## config.mk

```make
export PLATFORM = sky130hd
export DESIGN_NAME = gene_logic_array
export DESIGN_NICKNAME = d
export VERILOG_FILES = /design/src/rtl/gla_pkg.sv /design/src/rtl/gla_chrom_reg.sv /design/src/rtl/gla_cell.sv /design/src/rtl/gla_out_sel.sv /design/src/rtl/gene_logic_array.sv
export SDC_FILE = /design/constraint.sdc
export NUM_CORES = 1
export LEC_CHECK = 0
export BUFFER_PORTS_ARGS = -buffer_cell sky130_fd_sc_hd__buf_2
export CORE_MARGIN = 2
export CORE_UTILIZATION = 40
export CTS_BUF_LIST = sky130_fd_sc_hd__clkbuf_4 sky130_fd_sc_hd__clkbuf_8
export DETAILED_ROUTE_END_ITERATION = 12
export MAX_ROUTING_LAYER = met4
export PLACE_DENSITY = 0.6
export SETUP_SLACK_MARGIN = 0.3
export SYNTH_ARGS = -nofsm -noshare
export SYNTH_HDL_FRONTEND = slang
export SYNTH_SLANG_ARGS = --single-unit
```

## constraint.sdc

```tcl
create_clock -name clk -period 6.5 [get_ports clk]
set_input_delay 0.65 -clock clk [delete_from_list [all_inputs] [get_ports clk]]
set_output_delay 0.65 -clock clk [all_outputs]
set_load 0.005 [all_outputs]
```

## src/rtl/gla_pkg.sv

```systemverilog
package gla_pkg;

  localparam int FN_W    = 5;
  localparam int FN_LAST = 19;

  typedef enum logic [FN_W-1:0] {
    FN_ZERO    = 5'd0,
    FN_ONE     = 5'd1,
    FN_A       = 5'd2,
    FN_B       = 5'd3,
    FN_NA      = 5'd4,
    FN_NB      = 5'd5,
    FN_AND     = 5'd6,
    FN_AND_NB  = 5'd7,
    FN_AND_NA  = 5'd8,
    FN_NOR     = 5'd9,
    FN_XOR     = 5'd10,
    FN_XNOR    = 5'd11,
    FN_OR      = 5'd12,
    FN_OR_NB   = 5'd13,
    FN_OR_NA   = 5'd14,
    FN_NAND    = 5'd15,
    FN_MUX     = 5'd16,
    FN_MUX_NB  = 5'd17,
    FN_MUX_NA  = 5'd18,
    FN_MUX_NAB = 5'd19
  } fn_code_e;

  // three-operand codes: only these consume the c gene
  function automatic logic fn_uses_c(input logic [FN_W-1:0] f);
    return (f >= FN_MUX) && (f <= FN_MUX_NAB);
  endfunction

  function automatic logic fn_legal(input logic [FN_W-1:0] f);
    return f <= 5'(FN_LAST);
  endfunction

  function automatic logic fn_eval(input logic [FN_W-1:0] f,
                                   input logic a, input logic b,
                                   input logic c);
    logic y;
    case (f)
      FN_ZERO:    y = 1'b0;
      FN_ONE:     y = 1'b1;
      FN_A:       y = a;
      FN_B:       y = b;
      FN_NA:      y = ~a;
      FN_NB:      y = ~b;
      FN_AND:     y = a & b;
      FN_AND_NB:  y = a & ~b;
      FN_AND_NA:  y = ~a & b;
      FN_NOR:     y = ~a & ~b;
      FN_XOR:     y = a ^ b;
      FN_XNOR:    y = ~(a ^ b);
      FN_OR:      y = a | b;
      FN_OR_NB:   y = a | ~b;
      FN_OR_NA:   y = ~a | b;
      FN_NAND:    y = ~a | ~b;
      FN_MUX:     y = c ? b : a;
      FN_MUX_NB:  y = c ? ~b : a;
      FN_MUX_NA:  y = c ? b : ~a;
      FN_MUX_NAB: y = c ? ~b : ~a;
      default:    y = 1'b0;
    endcase
    return y;
  endfunction

endpackage

```

## src/rtl/gla_chrom_reg.sv

```systemverilog
module gla_chrom_reg #(
  parameter int W = 8
) (
  input  logic         clk,
  input  logic         rst_n,
  input  logic         load_i,
  input  logic [W-1:0] d_i,
  output logic [W-1:0] q_o
);

  logic [W-1:0] q_r;
  logic [W-1:0] q_nxt;

  always_comb begin
    q_nxt = q_r;
    if (load_i) q_nxt = d_i;
  end

  always_ff @(posedge clk or negedge rst_n) begin
    if (!rst_n) q_r <= '0;
    else        q_r <= q_nxt;
  end

  assign q_o = q_r;

  // a strobe captures the presented chromosome
  p_load_take_r10: assert property (@(posedge clk) disable iff (!rst_n)
    load_i |=> (q_o == $past(d_i)));

  // without a strobe the chromosome does not move
  p_hold_r10: assert property (@(posedge clk) disable iff (!rst_n)
    !load_i |=> $stable(q_o));

endmodule

```

## src/rtl/gla_cell.sv

```systemverilog
module gla_cell
  import gla_pkg::*;
#(
  parameter int N_IN        = 3,
  parameter int ROWS        = 2,
  parameter int COL         = 0,
  parameter int LEVELS_BACK = 1,
  parameter int CW          = 4,
  localparam int AVAIL      = N_IN + COL * ROWS
) (
  input  logic [AVAIL-1:0] avail_i,
  input  logic [CW-1:0]    gene_a_i,
  input  logic [CW-1:0]    gene_b_i,
  input  logic [CW-1:0]    gene_c_i,
  input  logic [FN_W-1:0]  fn_i,
  output logic             y_o,
  output logic             ok_o
);

  localparam int FIRST_COL = (COL > LEVELS_BACK) ? (COL - LEVELS_BACK) : 0;
  localparam int LO_NODE   = N_IN + FIRST_COL * ROWS;

  function automatic logic src_ok(input logic [CW-1:0] g);
    int gi;
    gi = int'(g);
    return (gi < N_IN) || ((gi >= LO_NODE) && (gi < AVAIL));
  endfunction

  function automatic logic src_pick(input logic [CW-1:0] g,
                                    input logic [AVAIL-1:0] v);
    logic s;
    s = 1'b0;
    for (int i = 0; i < AVAIL; i++) begin
      if (int'(g) == i) s = v[i];
    end
    return s;
  endfunction

  logic op_a, op_b, op_c;
  logic ok_a, ok_b, ok_c;

  always_comb begin
    op_a = src_pick(gene_a_i, avail_i);
    op_b = src_pick(gene_b_i, avail_i);
    op_c = src_pick(gene_c_i, avail_i);
    ok_a = src_ok(gene_a_i);
    ok_b = src_ok(gene_b_i);
    ok_c = fn_uses_c(fn_i) ? src_ok(gene_c_i) : 1'b1;
  end

  assign ok_o = ok_a & ok_b & ok_c & fn_legal(fn_i);
  assign y_o  = fn_eval(fn_i, op_a, op_b, op_c);

endmodule

```

## src/rtl/gla_out_sel.sv

```systemverilog
module gla_out_sel #(
  parameter int NODES = 9,
  parameter int CW    = 4
) (
  input  logic [NODES-1:0] all_i,
  input  logic [CW-1:0]    gene_i,
  output logic             y_o,
  output logic             ok_o
);

  always_comb begin
    y_o = 1'b0;
    for (int i = 0; i < NODES; i++) begin
      if (int'(gene_i) == i) y_o = all_i[i];
    end
  end

  assign ok_o = int'(gene_i) < NODES;

endmodule

```

## src/rtl/gene_logic_array.sv

```systemverilog
module gene_logic_array
  import gla_pkg::*;
#(
  parameter int N_IN        = 3,
  parameter int N_OUT       = 2,
  parameter int ROWS        = 2,
  parameter int COLS        = 3,
  parameter int LEVELS_BACK = 1,
  localparam int NCELL      = ROWS * COLS,
  localparam int NODES      = N_IN + NCELL,
  localparam int CW         = (NODES > 1) ? $clog2(NODES) : 1,
  localparam int CELL_W     = 3 * CW + FN_W,
  localparam int OUT_BASE   = NCELL * CELL_W,
  localparam int CHROM_W    = OUT_BASE + N_OUT * CW
) (
  input  logic               clk,
  input  logic               rst_n,
  input  logic               load_i,
  input  logic [CHROM_W-1:0] chrom_i,
  input  logic [N_IN-1:0]    in_i,
  output logic [N_OUT-1:0]   out_o,
  output logic               valid_o
);

  logic [CHROM_W-1:0] chrom_q;
  logic [NCELL-1:0]   cell_ok;
  logic [N_OUT-1:0]   sel_y;
  logic [N_OUT-1:0]   sel_ok;
  logic [NODES-1:0]   all_nodes;

  gla_chrom_reg #(.W(CHROM_W)) u_chrom (
    .clk    (clk),
    .rst_n  (rst_n),
    .load_i (load_i),
    .d_i    (chrom_i),
    .q_o    (chrom_q)
  );

  for (genvar c = 0; c < COLS; c++) begin : g_col
    localparam int AV = N_IN + c * ROWS;
    logic [AV-1:0]      avail;
    logic [ROWS-1:0]    col_y;
    logic [AV+ROWS-1:0] upto;

    if (c == 0) begin : g_first
      assign avail = in_i;
    end else begin : g_next
      assign avail = g_col[c-1].upto;
    end

    for (genvar r = 0; r < ROWS; r++) begin : g_row
      localparam int K    = c * ROWS + r;
      localparam int BASE = K * CELL_W;
      logic [CW-1:0]   ga;
      logic [FN_W-1:0] fn;

      assign ga = chrom_q[BASE +: CW];
      assign fn = chrom_q[BASE + 3*CW +: FN_W];

      gla_cell #(
        .N_IN        (N_IN),
        .ROWS        (ROWS),
        .COL         (c),
        .LEVELS_BACK (LEVELS_BACK),
        .CW          (CW)
      ) u_cell (
        .avail_i  (avail),
        .gene_a_i (ga),
        .gene_b_i (chrom_q[BASE + CW +: CW]),
        .gene_c_i (chrom_q[BASE + 2*CW +: CW]),
        .fn_i     (fn),
        .y_o      (col_y[r]),
        .ok_o     (cell_ok[K])
      );

      // an undefined function code poisons the whole array
      p_bad_fn_r7: assert property (@(posedge clk) disable iff (!rst_n)
        (fn > 5'(FN_LAST)) |-> (!valid_o && (out_o == '0)));

      // constant codes ignore every operand
      p_const_r2: assert property (@(posedge clk) disable iff (!rst_n)
        (fn <= 5'd1) |-> (col_y[r] == fn[0]));

      // operand a reaching into its own column or beyond is rejected
      p_fwd_only_r8: assert property (@(posedge clk) disable iff (!rst_n)
        ((int'(ga) >= AV) && (int'(ga) < NODES)) |-> !valid_o);
    end

    assign upto = {col_y, avail};
  end

  assign all_nodes = g_col[COLS-1].upto;

  for (genvar j = 0; j < N_OUT; j++) begin : g_out
    logic [CW-1:0] og;
    assign og = chrom_q[OUT_BASE + j*CW +: CW];

    gla_out_sel #(.NODES(NODES), .CW(CW)) u_sel (
      .all_i  (all_nodes),
      .gene_i (og),
      .y_o    (sel_y[j]),
      .ok_o   (sel_ok[j])
    );

    // an output gene past the last node is rejected
    p_out_range_r9: assert property (@(posedge clk) disable iff (!rst_n)
      (int'(og) >= NODES) |-> (!valid_o && (out_o == '0)));
  end

  assign valid_o = (&cell_ok) & (&sel_ok);
  assign out_o   = valid_o ? sel_y : '0;

endmodule

```

==> metrics.txt <==
outcome finished, final reports clean; Lkg Pwr roughly 3.5 nW; DR vias/cell a little under 6; first-pass GRT wire length 33.0 mm; flops & latches, synth 110; Mapped Cells between 700 and 800; top_reg_cell synth dfrtp_1; Netlist Area Pre-Place 7280 um2; DR WL/cell around 19 um; Distinct cells, synth 90; die footprint 19300 um2; Ports 119; relative slew slack 7.43%; CTS root buffer clkbuf_8; Final Max Slew Viols 0; CTS Sinks 110; DP Worst Slack 347 ps; Final #Nets 984; detailed router's first-iteration violation count 470; slowest cell on the critical path dfrtp_2; worst-margin pin slew between 1000 and 1500 ps; Worst EP arrival 5410 ps; FP Rows between 40 and 50; final WL 20.8 mm; vias in the first global route 6292; Reg-to-Reg End u_chrom.q_o[98]; sequential share of power a little under half; Detail Route Antenna Nets 0; port bufs 118; Worst R2R Path Depth 2; global-route usage over all layers 21.8%; Post-synth EDFFs 0; final setup fails 0; Sw Share 35.7%; HP Class primary input to asynchronous set/reset pin; die width 139 um; GRT overflow 0; Setup TNS Final 0 ps; Synth Net Count 862; R2R setup slack about 5500 ps; CP Launch Type flip-flop; Seq/Total Area, Yosys between 30 and 40%; clock network power share 23.7%; gpl congestion 0.937; worst vdd ir between 0.0001 and 0.00015 V; antenna cells 0; Final Critical Period 6060 ps; Pre-antenna DRT Iters 5; die height around 140 um; period utilisation layout approximately 93%; Max Cap Viol 0; worst-path cell chain buf_4 -> nor2b_1 -> a211oi_1 -> o21ai_0 -> o21ai_2 -> a311oi_4 -> nand2_2 -> buf_4 -> a2111o_1 -> a31oi_1 -> o31a_1 -> nor3_4 -> buf_4 -> a22oi_2 -> nor2_1 -> a211o_1 -> a2111oi_4 -> a31oi_1 -> o21ai_1 -> a21oi_1 -> buf_2; CP bufs+invs 4; Worst Skew 0 ps; CP top delay family compound AO/OA/AOI/OAI gates; largest net degree at the start of global routing 80; Ys Warns 0; Area Overhead vs Synth 18.8%; Post-Syn Area per Cell about 9.8 um2; CTS tree done; initial antenna violation count 0; most common cell after layout, fill and taps aside buf_2; Crit Path Max Fanout 11; P_sw 660 uW; CP Class flip-flop to output port; initial core utilization about two fifths; worst reg2reg path startpoint u_chrom.q_o[98]; worst skew pair latency 410 ps; DRC 0; internal power 1.19 mW; CTS H-Tree Depth 3; cts bufs inserted 9; final setup margin 442 ps; post-DP HPWL 15.1 mm; vias about 6500; PwrDens between 200 and 250 nW/um2; Core Region around 18000 um2; fill cell count 1703; most frequent cells in the layout buf_2 (113), dfrtp_1 (107), mux2_2 (94); FFs w/ async S/R, synth 100%; max reg flops between 100 and 150; Worst-path clk slew 110 ps; critical path capture point type output port; fmax 0.165 GHz; final hold viol count 0; RSZ-0062 raised after global routing no; Worst EP required 5850 ps; layout cell share with drive strength beyond 1 about 36%; CP dominant cell by count buf_4; Worst path max stage delay 470 ps; clk buf depth 2; combinational group share of total power roughly 29%
==> through the flow <==
step	cell area (um2)	total power, mW	std cells	utilization (%)	hold WS (ps)
2_1_floorplan	7280	1.19	746	-	354
3_3_place_gp	8130	1.36	1074	45.4	491
3_5_place_dp	8130	1.36	1074	45.4	498
4_1_cts	8350	1.81	1092	46.6	279
5_1_grt	8650	1.95	1102	48.3	298
6_report	8650	1.85	1102	48.3	257
==> cell families (layout without fill, tap and decap cells) <==
logic type,count (synthesis),count (layout),share of synthesized area [%]
mux,109,109,18.2
simple gates,268,268,20.4
buf+inv,58,185,3.28
flops,110,110,37.8
compound gates,196,196,19.8
xor+xnor,5,5,0.602
==> Yosys cell counts (18+ instances only) <==
library cell    n  area, um2
a21oi_1        23        115
clkbuf_1       25       93.8
dfrtp_1       110       2750
inv_1          24       90.1
mux2_2         94       1060
nand2_1        60        225
nand2b_1       19        119
nand3_1        19       95.1
nor2_1         56        210
nor3_1         18       90.1
o21ai_0        40        200
==> cell type report <==
cell class / instances / area (um2) / share of cell area (%)
Clock inverter: 4 / 37.5 / 0.434
Inverter: 24 / 90.1 / 1.04
Timing Repair Buffer: 145 / 817 / 9.45
Tap cell: 229 / 287 / 3.31
Multi-Input combinational cell: 578 / 4500 / 52.0
Sequential cell: 110 / 2760 / 31.9
Clock buffer: 12 / 165 / 1.91
==> worst max path at each step <==
stage | cells past startpoint | endpoint | from
after CTS | 20 | out_o[1] | u_chrom.q_o[21]
after global placement | 20 | out_o[0] | in_i[1]
final | 21 | out_o[1] | u_chrom.q_o[17]
after floorplan | 17 | out_o[1] | in_i[2]
after global routing | 21 | out_o[1] | u_chrom.q_o[17]
after detailed placement | 21 | out_o[1] | in_i[2]
==> power groups by stage <==
stage	combinational, mW	clock [mW]	sequential [mW]
after floorplan	0.365	0	0.825
after global placement	0.488	0	0.875
after detailed placement	0.488	0	0.876
after CTS	0.494	0.450	0.863
after global routing	0.591	0.474	0.885
final	0.541	0.438	0.870
==> per-layer routing <==
| metal | vias to the layer above | part of all wire [%] | GRT usage, % |
|---|---|---|---|
| met5 | - | 0 | - |
| met4 | 0 | 2.2 | 7.18 |
| li1 | 3096 | - | - |
| met3 | 39 | 5.4 | 3.94 |
| met2 | 234 | 47 | 33.4 |
| met1 | 3147 | 46 | 29.5 |
==> repair_timing <==
item                       CTS  global route
resized for setup            3            48
pin swaps                    1            19
setup endpoints to repair    2             2
buffers inserted             2            10
hold buffers                 0             0
gates cloned                 0             0
No activity file was read; power rests on OpenSTA's default activity.
